<file path="config.mk">
export PLATFORM = sky130hd
export DESIGN_NAME = llsc_resv_tracker
export DESIGN_NICKNAME = d
export VERILOG_FILES = /design/src/rtl/llsc_pkg.sv /design/src/rtl/llsc_event_decode.sv /design/src/rtl/llsc_life_counter.sv /design/src/rtl/llsc_sc_cmd.sv /design/src/rtl/llsc_resv_tracker.sv
export SDC_FILE = /design/constraint.sdc
export NUM_CORES = 1
export LEC_CHECK = 0
export BUFFER_PORTS_ARGS = -buffer_cell sky130_fd_sc_hd__buf_2
export CELL_PAD_IN_SITES_DETAIL_PLACEMENT = 1
export CELL_PAD_IN_SITES_GLOBAL_PLACEMENT = 2
export CORE_ASPECT_RATIO = 0.7
export CORE_MARGIN = 1.5
export CORE_UTILIZATION = 24
export DETAILED_ROUTE_END_ITERATION = 12
export HOLD_SLACK_MARGIN = 0.02
export PLACE_DENSITY_LB_ADDON = 0.25
export SLEW_MARGIN = 10
export SYNTH_ARGS = -nofsm -noshare
export SYNTH_HDL_FRONTEND = slang
export SYNTH_SLANG_ARGS = --single-unit
</file>
<file path="constraint.sdc">
create_clock -name clk -period 2.1 [get_ports clk]
set_input_delay 0.315 -clock clk [delete_from_list [all_inputs] [get_ports clk]]
set_output_delay 0.315 -clock clk [all_outputs]
set_load 0.01 [all_outputs]
</file>
<file path="src/rtl/llsc_pkg.sv">
// Package: shared widths and types for the reservation tracker.
// Assumes a 32-bit key and data path.
package llsc_pkg;
    localparam int KEY_W = 32;
    localparam int BE_W  = KEY_W / 8;

    typedef logic [KEY_W-1:0] key_t;

    // Which flit of the store-conditional command is presented
    typedef enum logic {
        FLIT_KEY  = 1'b0,
        FLIT_DATA = 1'b1
    } flit_sel_e;
endpackage

</file>
<file path="src/rtl/llsc_event_decode.sv">
// Module: turns the port-side events into one load request and one clear
// request for the lifetime counter.
// Assumes the reserved address passed in is the registered one (before update).
module llsc_event_decode #(
    parameter int PA_W = 40
) (
    input  logic            ll_issue_vld,
    input  logic            ll_rsp_vld,
    input  logic            wr_vld,
    input  logic [PA_W-1:0] wr_addr,
    input  logic            atom_vld,
    input  logic [PA_W-1:0] atom_addr,
    input  logic            sw_clr,
    input  logic [PA_W-1:0] resv_addr,
    output logic            load_req,
    output logic            clr_req
);
    logic wr_hit;
    logic atom_hit;

    // Address-match detection for writes and atomic updates
    always_comb begin
        wr_hit   = wr_vld   && (wr_addr   == resv_addr);
        atom_hit = atom_vld && (atom_addr == resv_addr);
    end

    // Combine all cancelling sources; the load comes from the response flit
    always_comb begin
        load_req = ll_rsp_vld;
        clr_req  = ll_issue_vld || wr_hit || atom_hit || sw_clr;
    end
endmodule

</file>
<file path="src/rtl/llsc_life_counter.sv">
// Module: reservation lifetime down-counter. A reservation is live only while
// the count is non-zero. Priority: load, then clear, then decrement.
// Assumes TIMEOUT >= 1.
module llsc_life_counter #(
    parameter int unsigned TIMEOUT = 1000000
) (
    input  logic clk,
    input  logic rst_n,
    input  logic load_req,
    input  logic clr_req,
    output logic live
);
    localparam int CNT_W = $clog2(TIMEOUT + 1);
    localparam logic [CNT_W-1:0] LOAD_VAL = CNT_W'(TIMEOUT);

    logic [CNT_W-1:0] cnt_q;

    // Counter update under strict priority
    always_ff @(posedge clk) begin
        if (!rst_n)
            cnt_q <= '0;
        else if (load_req)
            cnt_q <= LOAD_VAL;
        else if (clr_req)
            cnt_q <= '0;
        else if (cnt_q != '0)
            cnt_q <= cnt_q - 1'b1;
    end

    // Liveness is purely the non-zero count
    always_comb live = (cnt_q != '0);

    a_r7_load_wins: assert property (@(posedge clk) disable iff (!rst_n)
        rst_n && load_req |=> cnt_q == LOAD_VAL);
    a_r7_clear_over_dec: assert property (@(posedge clk) disable iff (!rst_n)
        rst_n && !load_req && clr_req |=> !live);
    a_r3_dec_by_one: assert property (@(posedge clk) disable iff (!rst_n)
        rst_n && !load_req && !clr_req && live |=> cnt_q == $past(cnt_q) - 1'b1);
    a_r1_idle_stays_zero: assert property (@(posedge clk) disable iff (!rst_n)
        rst_n && !load_req && !live |=> !live);
endmodule

</file>
<file path="src/rtl/llsc_sc_cmd.sv">
// Module: local store-conditional decision and command flit formatting.
// Assumes the command address is word-aligned by clearing bits [1:0].
module llsc_sc_cmd
    import llsc_pkg::*;
#(
    parameter int PA_W = 40
) (
    input  logic            clk,
    input  logic            rst_n,
    input  logic            live,
    input  logic [PA_W-1:0] resv_addr,
    input  key_t            resv_key,
    input  logic            sc_query_vld,
    input  logic [PA_W-1:0] sc_query_addr,
    input  key_t            sc_data,
    input  flit_sel_e       sc_flit_sel,
    output logic            sc_ok,
    output logic            sc_fail,
    output logic [PA_W-1:0] cmd_addr,
    output key_t            cmd_wdata,
    output logic [BE_W-1:0] cmd_be
);
    logic addr_match;

    // Local success or fail decision
    always_comb begin
        addr_match = (sc_query_addr == resv_addr);
        sc_ok      = sc_query_vld && live && addr_match;
        sc_fail    = sc_query_vld && !(live && addr_match);
    end

    // Command fields: aligned address, full byte enables, flit data mux
    always_comb begin
        cmd_addr  = {sc_query_addr[PA_W-1:2], 2'b00};
        cmd_be    = '1;
        cmd_wdata = (sc_flit_sel == FLIT_KEY) ? resv_key : sc_data;
    end

    a_r8_ok_needs_live: assert property (@(posedge clk) disable iff (!rst_n)
        sc_ok |-> live);
    a_r8_never_both: assert property (@(posedge clk) disable iff (!rst_n)
        !(sc_ok && sc_fail));
    a_r8_query_decided: assert property (@(posedge clk) disable iff (!rst_n)
        sc_query_vld |-> (sc_ok || sc_fail));
endmodule

</file>
<file path="src/rtl/llsc_resv_tracker.sv">
// Module: top of the single-entry reservation tracker. Holds the reserved
// address and key registers, and connects the event decoder, the lifetime
// counter and the store-conditional formatter.
// Assumes at most one reservation per data port.
module llsc_resv_tracker
    import llsc_pkg::*;
#(
    parameter int          PA_W    = 40,
    parameter int unsigned TIMEOUT = 1000000
) (
    input  logic             clk,
    input  logic             rst_n,
    input  logic             ll_issue_vld,
    input  logic [PA_W-1:0]  ll_issue_addr,
    input  logic             ll_rsp_vld,
    input  logic [KEY_W-1:0] ll_rsp_key,
    input  logic             wr_vld,
    input  logic [PA_W-1:0]  wr_addr,
    input  logic             atom_vld,
    input  logic [PA_W-1:0]  atom_addr,
    input  logic             sw_clr,
    input  logic             sc_query_vld,
    input  logic [PA_W-1:0]  sc_query_addr,
    input  logic [KEY_W-1:0] sc_data,
    input  logic             sc_flit_sel,
    output logic             sc_ok,
    output logic             sc_fail,
    output logic             resv_live,
    output logic [KEY_W-1:0] resv_key,
    output logic [PA_W-1:0]  cmd_addr,
    output logic [KEY_W-1:0] cmd_wdata,
    output logic [BE_W-1:0]  cmd_be
);
    logic [PA_W-1:0] resv_addr_q;
    key_t            key_q;
    logic            load_req;
    logic            clr_req;
    logic            live;

    // Reserved address capture on LL issue
    always_ff @(posedge clk) begin
        if (!rst_n)
            resv_addr_q <= '0;
        else if (ll_issue_vld)
            resv_addr_q <= ll_issue_addr;
    end

    // Key capture on the first response flit
    always_ff @(posedge clk) begin
        if (!rst_n)
            key_q <= '0;
        else if (ll_rsp_vld)
            key_q <= ll_rsp_key;
    end

    llsc_event_decode #(.PA_W(PA_W)) u_decode (
        .ll_issue_vld (ll_issue_vld),
        .ll_rsp_vld   (ll_rsp_vld),
        .wr_vld       (wr_vld),
        .wr_addr      (wr_addr),
        .atom_vld     (atom_vld),
        .atom_addr    (atom_addr),
        .sw_clr       (sw_clr),
        .resv_addr    (resv_addr_q),
        .load_req     (load_req),
        .clr_req      (clr_req)
    );

    llsc_life_counter #(.TIMEOUT(TIMEOUT)) u_life (
        .clk      (clk),
        .rst_n    (rst_n),
        .load_req (load_req),
        .clr_req  (clr_req),
        .live     (live)
    );

    llsc_sc_cmd #(.PA_W(PA_W)) u_sc (
        .clk           (clk),
        .rst_n         (rst_n),
        .live          (live),
        .resv_addr     (resv_addr_q),
        .resv_key      (key_q),
        .sc_query_vld  (sc_query_vld),
        .sc_query_addr (sc_query_addr),
        .sc_data       (sc_data),
        .sc_flit_sel   (flit_sel_e'(sc_flit_sel)),
        .sc_ok         (sc_ok),
        .sc_fail       (sc_fail),
        .cmd_addr      (cmd_addr),
        .cmd_wdata     (cmd_wdata),
        .cmd_be        (cmd_be)
    );

    // Drive the status outputs
    always_comb begin
        resv_live = live;
        resv_key  = key_q;
    end

    a_r2_issue_cancels: assert property (@(posedge clk) disable iff (!rst_n)
        rst_n && ll_issue_vld && !ll_rsp_vld |=> !resv_live);
    a_r10_key_holds: assert property (@(posedge clk) disable iff (!rst_n)
        rst_n && !ll_rsp_vld |=> $stable(resv_key));
endmodule

</file>
# Word-level counts from Yosys, hierarchy flattened
# Index checks and enable logic that the tools add are counted.
# totals
regBits,92
word_cells,26
# op_classes
add_sub_neg,1
eq_ne,3
n_mux,4
bitwise,1
n_reduce_logical,13
# op_table
op,n
equality test 40 bit,3
2-to-1 mux 20 bit,3
2-to-1 mux 32 bit,1
nonzero test 20 bit,1
subtractor 20 x 1 -> 20 bit (second input constant),1
logical AND 1 bit,6
logical OR 1 bit,3
nonzero test 3 bit,1
OR reduction 3 bit,1
zero test 1 bit,1
NOT 1 bit,1

# Depth between registers and ports, before layout
# logic_depth
ltp_word,7
mapped_depth,8

# By module
# From an unflattened synthesis, not the netlist that was laid out.
# hier_totals
hier_cells,611
area_unflattened_um2,5952.0
# modules_own_cells
module,n_inst,cells_each,area_per_inst_um2,seq_area_each_um2
llsc_resv_tracker,1,233,2808.9,1441.4
llsc_sc_cmd,1,139,1168.6,0.0
llsc_life_counter,1,115,1027.2,400.4
llsc_event_decode,1,124,947.2,0.0

# Worst setup path before layout
# OpenSTA, ideal clock, no wires.
# synth_timing
kind,flip-flop to output port
startpoint,register u_life.cnt_q[8]
endpoint,output port sc_fail
arrival_ns,1.384
required_time_ns,1.785
slack_ns,0.401
stages_incl_launch_ff,6
path_buffers,0
cell_sequence,dfxtp_1 -> nor4_4 -> nand4b_4 -> nor2_4 -> nor3_1 -> nor2b_1
# synth_via
elab_chain_cells,4
# synth_rtl
element,line_no,source
start: declaration,llsc_life_counter.sv:16,logic [CNT_W-1:0] cnt_q;
start signal: assignment,llsc_life_counter.sv:27,cnt_q <= cnt_q - 1'b1;
nonzero test 20 bit,llsc_life_counter.sv:31,always_comb live = (cnt_q != '0);
logical AND 1 bit,llsc_sc_cmd.sv:29,sc_fail = sc_query_vld && !(live && addr_match);
zero test 1 bit,llsc_sc_cmd.sv:29,
logical AND 1 bit,llsc_sc_cmd.sv:29,
end: declaration,llsc_resv_tracker.sv:27,"output logic sc_fail,"
# Every way passes these cells.

# Final worst setup path
# layout_timing
startpoint,register resv_addr_q[33]
endpoint,output port sc_ok
# layout_via
elab_chain_cells,2
# layout_rtl
element,line_no,source
start: declaration,llsc_resv_tracker.sv:34,logic [PA_W-1:0] resv_addr_q;
start signal: assignment,llsc_resv_tracker.sv:45,resv_addr_q <= ll_issue_addr;
equality test 40 bit,llsc_sc_cmd.sv:27,addr_match = (sc_query_addr == resv_addr);
logical AND 1 bit,llsc_sc_cmd.sv:28,sc_ok = sc_query_vld && live && addr_match;
end: declaration,llsc_resv_tracker.sv:26,"output logic sc_ok,"
# Every way passes these cells.

==> results by group <==
Status
  – Status: finished, violations left
  – Violations in the final reports: negative setup slack

STA
  – Max Clock Freq: 0.424 GHz
  – RSZ-0062 raised after global routing: true
  – Final period util: 1.12
  – Final WS setup: -0.260 ns
  – Hold Slack: 0.211 ns
  – Setup Skew: 0.0126 ns
  – Slew HR: 0.642
  – Final Max Tran Viols: 0
  – Crit path time final: 2.36 ns
  – Count of final hold-check violations: 0
  – Worst Max-Slew Pin Slew: 0.521 ns
  – Finish-stage setup viols: 2

Setup path
  – WP data arrival: 2.05 ns
  – CP max FO: 2
  – CP endpoint kind: output pin
  – Critical Path RT: 1.78 ns
  – Worst setup path class: reg -> out
  – Worst Setup Start Kind: flip-flop

Global route
  – Largest net degree at the start of global routing: 33
  – GR Util All Layers: 0.184
  – Initial antenna violation count: 0
  – Total gr overflow: 0
  – First-pass GRT wire length: 34500 microns
  – Vias in the first global route: 5620

Routing
  – Drt via density: 4.28
  – Routed len/inst: 18.5 microns
  – Antenna Nets Post-Route: 0
  – Vias: 5392
  – DRT iter0 DRCs: 229
  – DRC Markers: 0
  – Post-Route WL: 23300 microns
  – DR pass1 iterations: 4

Die
  – Core Area: 0.0236 sq mm
  – # rows: 47
  – Die H: 133 microns
  – Die width: 189 microns
  – Starting Density: 0.245
  – Die area: 0.0251 sq mm
  – IO Count: 344

Synth
  – Syn Inst Count: 600
  – Cell area after synthesis: 0.00578 sq mm
  – Yosys warns: 0
  – Yosys reg bits: 92
  – Unique masters post-synth: 44
  – Seq/Total Area, Yosys: 0.318
  – Syn Area/Cell: 9.64 sq um

Pwr
  – Int Pwr: 3620 uW
  – P per Cell Area: 613 mW/mm^2
  – Clock power share: 0.357
  – Psw: 1540 uW
  – Cell leakage power: 0.00395 uW
  – Total power draw: 5160 uW
  – Sw Ratio: 0.299
  – Maximum vdd drop: 0.443 mV
  – Power share of the combinational group: 0.262
  – Sequential power share: 0.381

Layout
  – Share of cells above drive strength 1: 0.518
  – Area delta synth->final: 45.4%
  – Antenna diodes: 0
  – Final #Nets: 1173

Clock network
  – Num CTS Buffers: 9
  – Clk buf depth: 2
  – H-tree Lvls: 3
  – CTS tree: built
  – Root buffer cell: clkbuf_16
  – Clock sinks: 92
  – CTS clock-pin slew for the worst setup and hold paths: 0.08 ns
  – Worst-Skew Late Latency: 0.36 ns

Min path
  – Hold Path Class: in -> reg

Placed design
  – IO Port Bufs: 337
  – Pre-CTS setup slack: -0.120 ns
  – Gpl congestion: 0.807
  – Post-DP HPWL: 19300 microns

Run
  – Max cap viols: 0
-- routing by layer --
metal	global-route usage	share of wire	vias to the layer above
met4	0.0340	0.0075	0
met1	0.258	0.47	2526
met3	0.0408	0.071	13
met2	0.289	0.45	189
li1	-	-	2664
met5	0	0	-
-- final cells by class --
cell class              instances  area, sq um
repair buffers                389         2150
flip-flops and latches         92         1870
fillers                      2882        15200
well taps                     318          398
multi-input cells             436         3630
inverters                      10         42.5
clock buffers                   9          225
clock inverters                 6         95.1
-- path summary, 6_finish.rpt --
check | start | to | slack [ns] | depth (start not counted)
worst min register to register | u_life.cnt_q[10]$_SDFFE_PP0N_ | u_life.cnt_q[10]$_SDFFE_PP0N_ | 0.52 | 2
worst max register to register | resv_addr_q[19]$_SDFFE_PN0P_ | u_life.cnt_q[15]$_SDFFE_PP0N_ | 0.07 | 9
worst min-delay path | ll_issue_addr[28] | resv_addr_q[28]$_SDFFE_PN0P_ | 0.21 | 3
worst max-delay path | resv_addr_q[33]$_SDFFE_PN0P_ | sc_ok | -0.26 | 9
-- per-stage QoR --
stage          std cells  setup TNS, ns  utilization  instance area (sq um)
2_1_floorplan        604              0            -                   5800
3_3_place_gp        1239         -0.469        0.332                   7840
3_5_place_dp        1239         -0.993        0.332                   7840
4_1_cts             1259         -0.672        0.350                   8280
5_1_grt             1260          -1.67        0.356                   8410
6_report            1260         -0.468        0.356                   8410
-- cells in the mapped netlist (all sizes together) --
master	number	area, sq um
a211oi	1	7.51
a21oi	5	25.0
a22o	2	17.5
and2	1	6.26
buf	55	384
clkbuf	11	41.3
conb	2	7.51
dfxtp	92	1840
ha	2	25.0
inv	10	37.5
mux2	32	360
mux2i	72	721
nand2	10	37.5
nand2b	6	37.5
nand3	9	55.1
nand3b	2	15.0
nand4	21	131
nand4b	2	32.5
nor2	18	77.6
nor2b	73	457
nor3	9	55.1
nor4	17	151
o2111ai	1	8.76
o211ai	1	7.51
o21ai	9	56.3
o21ba	1	10.0
o221ai	2	17.5
o31ai	1	7.51
or2b	1	7.51
or3	3	18.8
or4	3	22.5
xnor2	98	858
xor2	28	245
-- worst max-delay path: stages (launching register included) --
cell,delay [ns]
dfxtp_2,0.33
xnor2_1,0.16
nand4_1,0.17
nor4_2,0.30
buf_4,0.18
nand3_2,0.07
nor3_2,0.11
buf_4,0.14
and2_4,0.13
buf_6,0.09
-- flip-flops by register name, indices dropped and copies added (netlist names) --
register      cells
resv_key         32
resv_addr_q      40
u_life.cnt_q     20
-- timing repair --
action,CTS,global route
resized for setup,19,31
hold buffers,0,0
pin swaps,14,22
buffers inserted,5,1
gates cloned,0,1
setup endpoints to repair,23,23
-- power groups by stage --
stage	Sequential (uW)	Combinational (uW)	Clock (uW)
6_report	1970	1350	1840
5_1_grt	1980	1480	1970
4_1_cts	1960	1350	1910
3_5_place_dp	2000	1320	0
3_3_place_gp	2000	1310	0
2_1_floorplan	2000	746	0
-- cell families (layout without fill, tap and decap cells) --
kind of cell | count (synthesis) | count (layout) | share of synthesized area
and+or+nand+nor | 175 | 175 | 0.191
muxes | 104 | 104 | 0.187
DFF | 92 | 92 | 0.318
buffers and inverters | 76 | 414 | 0.0800
AOI/OAI and AO/OA | 23 | 23 | 0.0273
xor gates and xnor gates | 126 | 126 | 0.191
adders and majority gates | 2 | 2 | 0.00433
other | 2 | 6 | 0.00130
-- placed cells by master, fill, tap and decap left out, types with 4 or more instances in the layout --
cell type,n
a21oi_1,5
nand4_1,21
mux2_2,32
o21ai_2,6
clkbuf_16,10
nor2b_1,73
xnor2_2,7
nor4_1,8
conb_1,6
inv_1,9
mux2i_1,72
nor4_2,6
buf_4,46
xor2_1,28
nand3_1,5
nand2b_1,6
dfxtp_1,75
nor3_1,6
nor2_1,16
buf_2,335
dfxtp_2,15
inv_6,4
buf_6,4
nand2_1,10
xnor2_1,91
(Power assumes the default switching activity.)
